[config.mk]
export PLATFORM = sky130hd
export DESIGN_NAME = pp_mac_combiner
export DESIGN_NICKNAME = d
export VERILOG_FILES = /design/src/rtl/ppmac_pkg.sv /design/src/rtl/ppmac_combine.sv /design/src/rtl/ppmac_accum.sv /design/src/rtl/pp_mac_combiner.sv
export SDC_FILE = /design/constraint.sdc
export NUM_CORES = 1
export LEC_CHECK = 0
export BUFFER_PORTS_ARGS = -buffer_cell sky130_fd_sc_hd__buf_2
export CAP_MARGIN = 20
export CORE_MARGIN = 5
export CORE_UTILIZATION = 50
export CTS_CLUSTER_DIAMETER = 100
export CTS_CLUSTER_SIZE = 8
export DETAILED_ROUTE_END_ITERATION = 10
export PLACE_DENSITY = 0.69
export SETUP_SLACK_MARGIN = 0.2
export SYNTH_ARGS = -nofsm -noshare
export SYNTH_HDL_FRONTEND = slang
export SYNTH_SLANG_ARGS = --single-unit
[constraint.sdc]
create_clock -name clk -period 5.5 [get_ports clk]
set_clock_uncertainty 0.1 [all_clocks]
set_input_delay 0 -clock clk [delete_from_list [all_inputs] [get_ports clk]]
set_output_delay 0 -clock clk [all_outputs]
set_load 0.05 [all_outputs]
[src/rtl/ppmac_pkg.sv]
package ppmac_pkg;
  // Precision modes; any other code is handled like PM_1B
  typedef enum logic [1:0] {
    PM_1B = 2'd0,
    PM_4B = 2'd1,
    PM_8B = 2'd2,
    PM_RSV = 2'd3
  } prec_mode_e;
endpackage

[src/rtl/ppmac_combine.sv]
module ppmac_combine
  import ppmac_pkg::*;
#(
  parameter int CODE_W = 8,
  parameter int IN_W   = 8,
  parameter int SLOTS  = 4,
  parameter int PROD_W = CODE_W + IN_W + 1
) (
  input  prec_mode_e                 mode,
  input  logic [SLOTS*CODE_W-1:0]    codes,
  output logic [PROD_W-1:0]          prod
);
  localparam int SH_HI  = IN_W;      // high x high slice weight
  localparam int SH_MID = IN_W / 2;  // cross nibble slices
  localparam int SH_4B  = IN_W / 4;  // high half of a 4-bit input

  logic [PROD_W-1:0] s [SLOTS];

  for (genvar g = 0; g < SLOTS; g++) begin : g_slot
    assign s[g] = PROD_W'(codes[g*CODE_W +: CODE_W]);
  end

  always_comb begin
    case (mode)
      PM_8B:   prod = (s[3] << SH_HI) + (s[2] << SH_MID) + (s[1] << SH_MID) + s[0];
      PM_4B:   prod = s[0] + (s[1] << SH_4B);
      default: prod = s[0];
    endcase
  end
endmodule

[src/rtl/ppmac_accum.sv]
module ppmac_accum #(
  parameter int ROWS   = 32,
  parameter int PROD_W = 17,
  parameter int ACC_W  = PROD_W + $clog2(ROWS)
) (
  input  logic              clk,
  input  logic              rst,
  input  logic              zero_i,
  input  logic              take_i,
  input  logic [PROD_W-1:0] prod_i,
  output logic [ACC_W-1:0]  acc_o,
  output logic              last_o
);
  localparam int CNT_W = $clog2(ROWS + 1);

  logic [ACC_W-1:0] acc_q;
  logic [CNT_W-1:0] cnt_q;
  logic             full;
  logic             absorb;

  assign full   = (cnt_q == CNT_W'(ROWS));
  assign absorb = take_i & ~full;
  assign last_o = absorb & (cnt_q == CNT_W'(ROWS - 1));
  assign acc_o  = acc_q;

  always_ff @(posedge clk) begin
    if (rst || zero_i) begin
      acc_q <= '0;
      cnt_q <= '0;
    end else if (absorb) begin
      acc_q <= acc_q + ACC_W'(prod_i);
      cnt_q <= cnt_q + 1'b1;
    end
  end


  acc_nowrap_chk: assert property (@(posedge clk) disable iff (rst)
    !zero_i |=> acc_q >= $past(acc_q));


  row_bound_chk: assert property (@(posedge clk) disable iff (rst)
    cnt_q <= CNT_W'(ROWS));
endmodule

[src/rtl/pp_mac_combiner.sv]
module pp_mac_combiner
  import ppmac_pkg::*;
#(
  parameter int CODE_W = 8,
  parameter int IN_W   = 8,
  parameter int ROWS   = 32
) (
  input  logic                                      clk,
  input  logic                                      rst,
  input  logic [1:0]                                mode_i,
  input  logic                                      start_i,
  input  logic                                      clear_i,
  input  logic                                      pc_valid_i,
  input  logic                                      pc_neg_i,
  input  logic [4*CODE_W-1:0]                       pc_codes_i,
  output logic [CODE_W+IN_W+1+$clog2(ROWS):0]       res_o,
  output logic                                      done_o
);
  localparam int SLOTS  = 4;
  localparam int PROD_W = CODE_W + IN_W + 1;
  localparam int ACC_W  = PROD_W + $clog2(ROWS);
  localparam int RES_W  = ACC_W + 1;

  prec_mode_e         mode_q;
  logic               busy_q;
  logic               fin_q;
  logic               done_q;
  logic [RES_W-1:0]   res_q;
  logic               zero;
  logic               row_ok;
  logic [PROD_W-1:0]  prod;
  logic [ACC_W-1:0]   acc  [2];
  logic               last [2];

  assign zero   = start_i | clear_i;
  assign row_ok = busy_q & pc_valid_i & ~zero;

  ppmac_combine #(
    .CODE_W (CODE_W),
    .IN_W   (IN_W),
    .SLOTS  (SLOTS),
    .PROD_W (PROD_W)
  ) u_comb (
    .mode  (mode_q),
    .codes (pc_codes_i),
    .prod  (prod)
  );

  // Index 0: positive-weight layer, index 1: negative-weight layer
  for (genvar p = 0; p < 2; p++) begin : g_pol
    ppmac_accum #(
      .ROWS   (ROWS),
      .PROD_W (PROD_W),
      .ACC_W  (ACC_W)
    ) u_acc (
      .clk    (clk),
      .rst    (rst),
      .zero_i (zero),
      .take_i (row_ok & (pc_neg_i == 1'(p))),
      .prod_i (prod),
      .acc_o  (acc[p]),
      .last_o (last[p])
    );
  end

  always_ff @(posedge clk) begin
    if (rst) begin
      mode_q <= PM_1B;
      busy_q <= 1'b0;
      fin_q  <= 1'b0;
      done_q <= 1'b0;
      res_q  <= '0;
    end else begin
      done_q <= 1'b0;
      fin_q  <= last[1];
      if (fin_q) begin
        res_q  <= {1'b0, acc[0]} - {1'b0, acc[1]};
        done_q <= 1'b1;
        busy_q <= 1'b0;
      end
      if (clear_i) fin_q <= 1'b0;
      if (start_i) begin
        mode_q <= prec_mode_e'(mode_i);
        busy_q <= 1'b1;
        fin_q  <= 1'b0;
      end
    end
  end

  assign res_o  = res_q;
  assign done_o = done_q;


  done_pulse_chk: assert property (@(posedge clk) disable iff (rst)
    done_q |=> !done_q);


  done_after_last_chk: assert property (@(posedge clk) disable iff (rst)
    done_q |-> $past(last[1], 2));


  mode_hold_chk: assert property (@(posedge clk) disable iff (rst)
    (busy_q && !start_i) |=> $stable(mode_q));


  idle_hold_chk: assert property (@(posedge clk) disable iff (rst)
    (!busy_q && !start_i && !clear_i) |=> ($stable(acc[0]) && $stable(acc[1])));


  one_bit_range_chk: assert property (@(posedge clk) disable iff (rst)
    (row_ok && (mode_q == PM_1B)) |-> (prod < PROD_W'(1 << CODE_W)));
endmodule

[Yosys cells after proc, flatten, opt, wreduce, memory -nomap -nowiden]
Cells that the tools add are included.
Storage, ports and cells
  register bits: 84
  output and inout port bits: 24
  logic and storage cells: 42
Operators by class
  $add $sub $neg: 9
  equality and inequality tests: 5
  mux-type cells: 4
  bitwise gates (word level): 12
  reduce and logical (&&, ||, !) cells: 3
Operators with widths (count)
  adder 22 x 17 -> 22 bit: 2
  case mux 17 bit (2 select lines): 1
  subtractor 22 x 22 -> 23 bit: 1
  adder 16 x 12 -> 17 bit: 1
  adder 17 x 12 -> 17 bit: 1
  adder 17 x 8 -> 17 bit: 1
  adder 6 x 1 -> 6 bit, second input constant: 2
  equality test 6 bit, second input constant: 2
  adder 8 x 10 -> 11 bit: 1
  AND 1 bit: 7
  equality test 6 x 5 -> 1 bit, second input constant: 1
  inverter 1 bit: 4
  2-to-1 mux 1 bit: 3
  OR reduction 3 bit: 1
  equality test 2 x 1 -> 1 bit, second input constant: 1
  equality test 2 bit, second input constant: 1
  nonzero test 2 bit: 1
  logical OR 1 bit: 1
  bitwise OR 1 bit: 1

[Logic depth before layout (Yosys ltp)]
  depth after elaboration: 6
  depth in mapped cells: 20
  depth with buffers taken out: 20

[Hierarchy]
From an unflattened synthesis, not the netlist that was laid out.
Unflattened totals
  cells, all modules: 947
  area, all modules: 7418.4 um2
Modules (own cells, without submodules)
  ppmac_accum: times used 2, cells each 261, area an instance 2075.7 um2, sequential area each 560.5 um2
  pp_mac_combiner: times used 1, cells each 276, area an instance 2164.6 um2, sequential area each 560.5 um2
  ppmac_combine: times used 1, cells each 149, area an instance 1102.3 um2, sequential area each 0.0 um2

[Least setup slack after synthesis]
No wires, ideal clock.
  path type: input port to flip-flop
  from: input pc_codes_i[5]
  to: register g_pol[1].u_acc.acc_q[19]
  arrival time: 3774 ps
  required time: 5341 ps
  setup slack: 1568 ps
  stages: 20
  cells stage by stage: inv_1 -> fa_1 -> inv_1 -> ha_1 -> fa_1 -> a21o_1 -> a21oi_1 -> o21ai_0 -> nand2_1 -> a211o_1 -> xor2_1 -> nor2_1 -> ha_1 -> and3_1 -> and2_1 -> a32o_1 -> a211oi_2 -> a21oi_1 -> a211oi_1 -> a31o_1
Between the ends
  word-level cells in the longest chain between the ends: 3
  elaborated cells on any way between the ends: 4
Ends and longest elaborated chain
  from (decl): line pp_mac_combiner.sv:15  | input logic [4*CODE_W-1:0] pc_codes_i,
  adder 17 x 8 -> 17 bit or adder 8 x 10 -> 11 bit (tied branches): line ppmac_combine.sv:25, ppmac_combine.sv:26
  case mux 17 bit (2 select lines) *: line ppmac_combine.sv:24  | case (mode)
  adder 22 x 17 -> 22 bit *: line ppmac_accum.sv:31  | acc_q <= acc_q + ACC_W'(prod_i);
  to (signal assigned): line ppmac_accum.sv:31
  to (decl): line ppmac_accum.sv:16  | logic [ACC_W-1:0] acc_q;
Mark *: on every way between the ends. The rest lies on a longest branch, timed or not.
A chain may end at the register's enable or synchronous reset.

[Final worst setup path]
Ends and elaborated chain as after synthesis.

==> summary.txt <==
Clocking
  – Clock Latency Late Sink: 350 ps
  – TritonCTS clock tree: done
  – Clk sinks: 84
  – CTS Buf Count: 9
  – Worst-path clk slew: 60 ps
  – Max clock buf depth: 2
  – Clk root buf: clkbuf_16
  – H-tree depth: 3

Synth
  – Mapped Avg Cell Area: 8.112 um^2
  – Synth unique cells: 64
  – Yosys top cell by area: dfxtp_1
  – Post-synth EDFFs: 0
  – Synthesis Warnings: 0
  – Ys async rst share: 0%
  – Mapped Cells: around 860
  – Ys flop type: dfxtp_1
  – Largest cells by area after synthesis: dfxtp_1, ha_1, xnor2_1
  – Post-Syn Nets: a little under 1000
  – Yosys top cell area share: 24.16%
  – Synth Cell Area: 6960 um^2
  – Seq/Total Area, Yosys: 24.16%
  – Register bit total from synthesis: 84

Timing
  – Slew margin rel.: between 20% and 30%
  – Final Hold Fails: 0
  – Hold Slack: 67.23 ps
  – Final period utilization: 74.16%
  – Clock period minus worst slack: 4079 ps
  – Setup violators final: 0
  – Setup_tns: 0 ps
  – Worst slew pin tran: 1071 ps
  – RSZ-0062 raised after global routing: no
  – Final slew viol count: 0
  – Fmax: approximately 0.25 GHz
  – Worst setup margin: 1421 ps

Setup path
  – CP endpoint kind: register
  – Startpoint types: primary input
  – RR Startpoint: mode_q[0]
  – Worst Path Required: 5700 ps
  – CP max-delay cell: fa_1
  – Critical path type: primary input to register
  – R2R setup slack: 1780 ps
  – Data arrival, critical path: 4280 ps
  – Largest stage delay on the critical path: around 530 ps
  – CP Cell Sequence: buf_2, inv_1, fa_1, inv_1, ha_1, fa_1, a21o_1, a21oi_1, o21ai_0, nand2_1, a211o_1, xor2_1, nor2_1, ha_1, and3_1, and2_1, a32o_1, a211oi_2, a21oi_1, a211oi_1, a31o_1
  – R2r endpoint: g_pol[0].u_acc.acc_o[12]
  – Max FO, Critical Path: 7
  – Worst-case reg-to-reg path depth: 13

Detailed routing
  – Drt total wl: 16350 um
  – Detailed Routing Iterations Pass 1: 5
  – Drc violations: 0
  – DRT iter0 DRCs: 332
  – Vias per cell: around 5.6
  – DR vias: 6184
  – Routed wire per std cell: 14.81 um
  – Antenna Nets Post-Route: 0

Layout
  – Ant diodes: 0
  – Finished Layout Cells: 1104
  – Share of cells above drive strength 1: a little over a tenth
  – Final core occ: 57.49%
  – Commonest non-fill, non-tap cell in the layout: dfxtp_1
  – Commonest non-fill, non-tap cells in the layout: dfxtp_1, nand2_1, nor2_1
  – Area growth syn-to-layout: 13.77%
  – Nets: ~1000

Floorplanning
  – I/O pins: 64
  – Die area: 16380 um^2
  – Initial core utilization: between 50% and 60%
  – Die X: 128.0 um
  – Die outline height: 128.0 um
  – Core Area: 13770 um^2
  – FP Rows: 43

Placed design
  – Port bufs: 63
  – GP Congestion: 0.8836
  – Placed insts: 1078
  – Hpwl dp: around 13000 um
  – Dpl ws: 1132 ps

Global route
  – GR peak layer: met2
  – First-pass GRT wire length: between 20000 and 30000 um
  – Met2 Track Usage GR: 32.78%
  – Largest net degree at the start of global routing: 57
  – GRT Overall Usage: 20.57%
  – M1 GR Usage: between 20% and 30%
  – Vias in the first global route: 5805
  – Total gr overflow: 0
  – Met3 Resource Use GR: under 10%
  – Antenna violations before repair: 0

Hold path
  – Hold Crit Start: pc_neg_i
  – Worst Hold Path Cells: 5
  – Hold Path Sink: fin_q
  – Hold Crit Class: primary input to register

Pwr
  – Maximum VDD drop: ~0.00014 V
  – Leakage: 3.392 nW
  – Power Density: 204.9 nW/um^2

Status
  – Status: finished, final reports clean

Job
  – Max_cap viols: 0
==> critical path: cells and delay by family <==
family / cells / cell delay, ps
compound gates: 9 / 1820
xor+xnor: 1 / 150
fa+ha+maj: 4 / 1520
buf+inv: 3 / 190
simple gates: 4 / 600
==> logic make-up after synthesis <==
family / after synthesis / synth area share, %
flip-flops: 84 / 24.16
multiplexers: 24 / 3.505
AO/OA/AOI/OAI: 254 / 25.24
adder cells (fa/ha/maj): 89 / 17.40
buffers and inverters: 85 / 4.710
XOR/XNOR: 60 / 7.550
AND/OR/NAND/NOR: 262 / 17.44
==> power breakdown <==
group	switching [mW]	total (mW)	internal [mW]
Combinational	0.140	0.252	0.112
Sequential	0.00225	0.612	0.610
Clock	0.255	0.758	0.503
==> synth_stat cells (8+ instances only) <==
cell type and instances:
nand3_1 21, a211oi_1 17, fa_1 13, o21ai_0 34
dfxtp_1 84, a31oi_1 11, nor2_1 79, o211ai_1 8
xnor2_1 44, a21o_1 27, o21a_1 16, and2_1 8
nand2_1 79, clkbuf_1 15, ha_1 76, inv_1 58
a22o_1 10, nor3_1 15, mux2i_1 21, and3_1 13
nand4_1 9, nor2b_1 10, a21oi_1 70, xor2_1 16
==> registers in the layout, summed over array words and instances (netlist names) <==
name               cells
busy_q                 1
done_o                 1
fin_q                  1
g_pol.u_acc.acc_o     44
g_pol.u_acc.cnt_q     12
mode_q                 2
res_o                 23
==> timing repair <==
item / 4_1_cts / 5_1_grt
resized for setup: 0 / 0
buffers inserted: 0 / 0
hold buffers: 10 / 0
endpoints found under the hold margin: 13 / 0
==> final cells by class <==
| class | count | area (um^2) |
|---|---|---|
| inverter | 58 | 217.7 |
| multi-input combinational | 689 | 4982 |
| sequential | 84 | 1682 |
| tap | 180 | 225.2 |
| clock buffer | 12 | 246.5 |
| clock inverter | 4 | 120.1 |
| fill | 1291 | 5854 |
| timing repair buffer | 77 | 445.4 |
==> per-layer routing <==
layer / share of wire (%) / vias to the layer above
met3: 4.6 / 16
met5: 0 / -
li1: - / 3211
met4: 1.6 / 0
met1: 50 / 2823
met2: 44 / 134
==> metrics by stage <==
step	instance area [um^2]	power, mW
after floorplan	6960	0.8101
after global placement	7452	0.8660
after detailed placement	7452	0.8708
after CTS	7919	1.636
after global routing	7919	1.692
final	7919	1.622
==> worst max path at each step <==
stage,startpoint,end,slack (ps),cells after the start
3_3_place_gp,pc_codes_i[5],g_pol[1].u_acc.acc_o[19],1240,21
2_1_floorplan,pc_codes_i[5],g_pol[1].u_acc.acc_o[19],1570,20
4_1_cts,pc_codes_i[5],g_pol[1].u_acc.acc_o[19],1490,21
6_report,pc_codes_i[5],g_pol[1].u_acc.acc_o[19],1420,21
3_5_place_dp,pc_codes_i[5],g_pol[1].u_acc.acc_o[19],1130,21
5_1_grt,pc_codes_i[9],g_pol[1].u_acc.acc_o[19],1200,21
No activity file was read; power rests on OpenSTA's default activity.
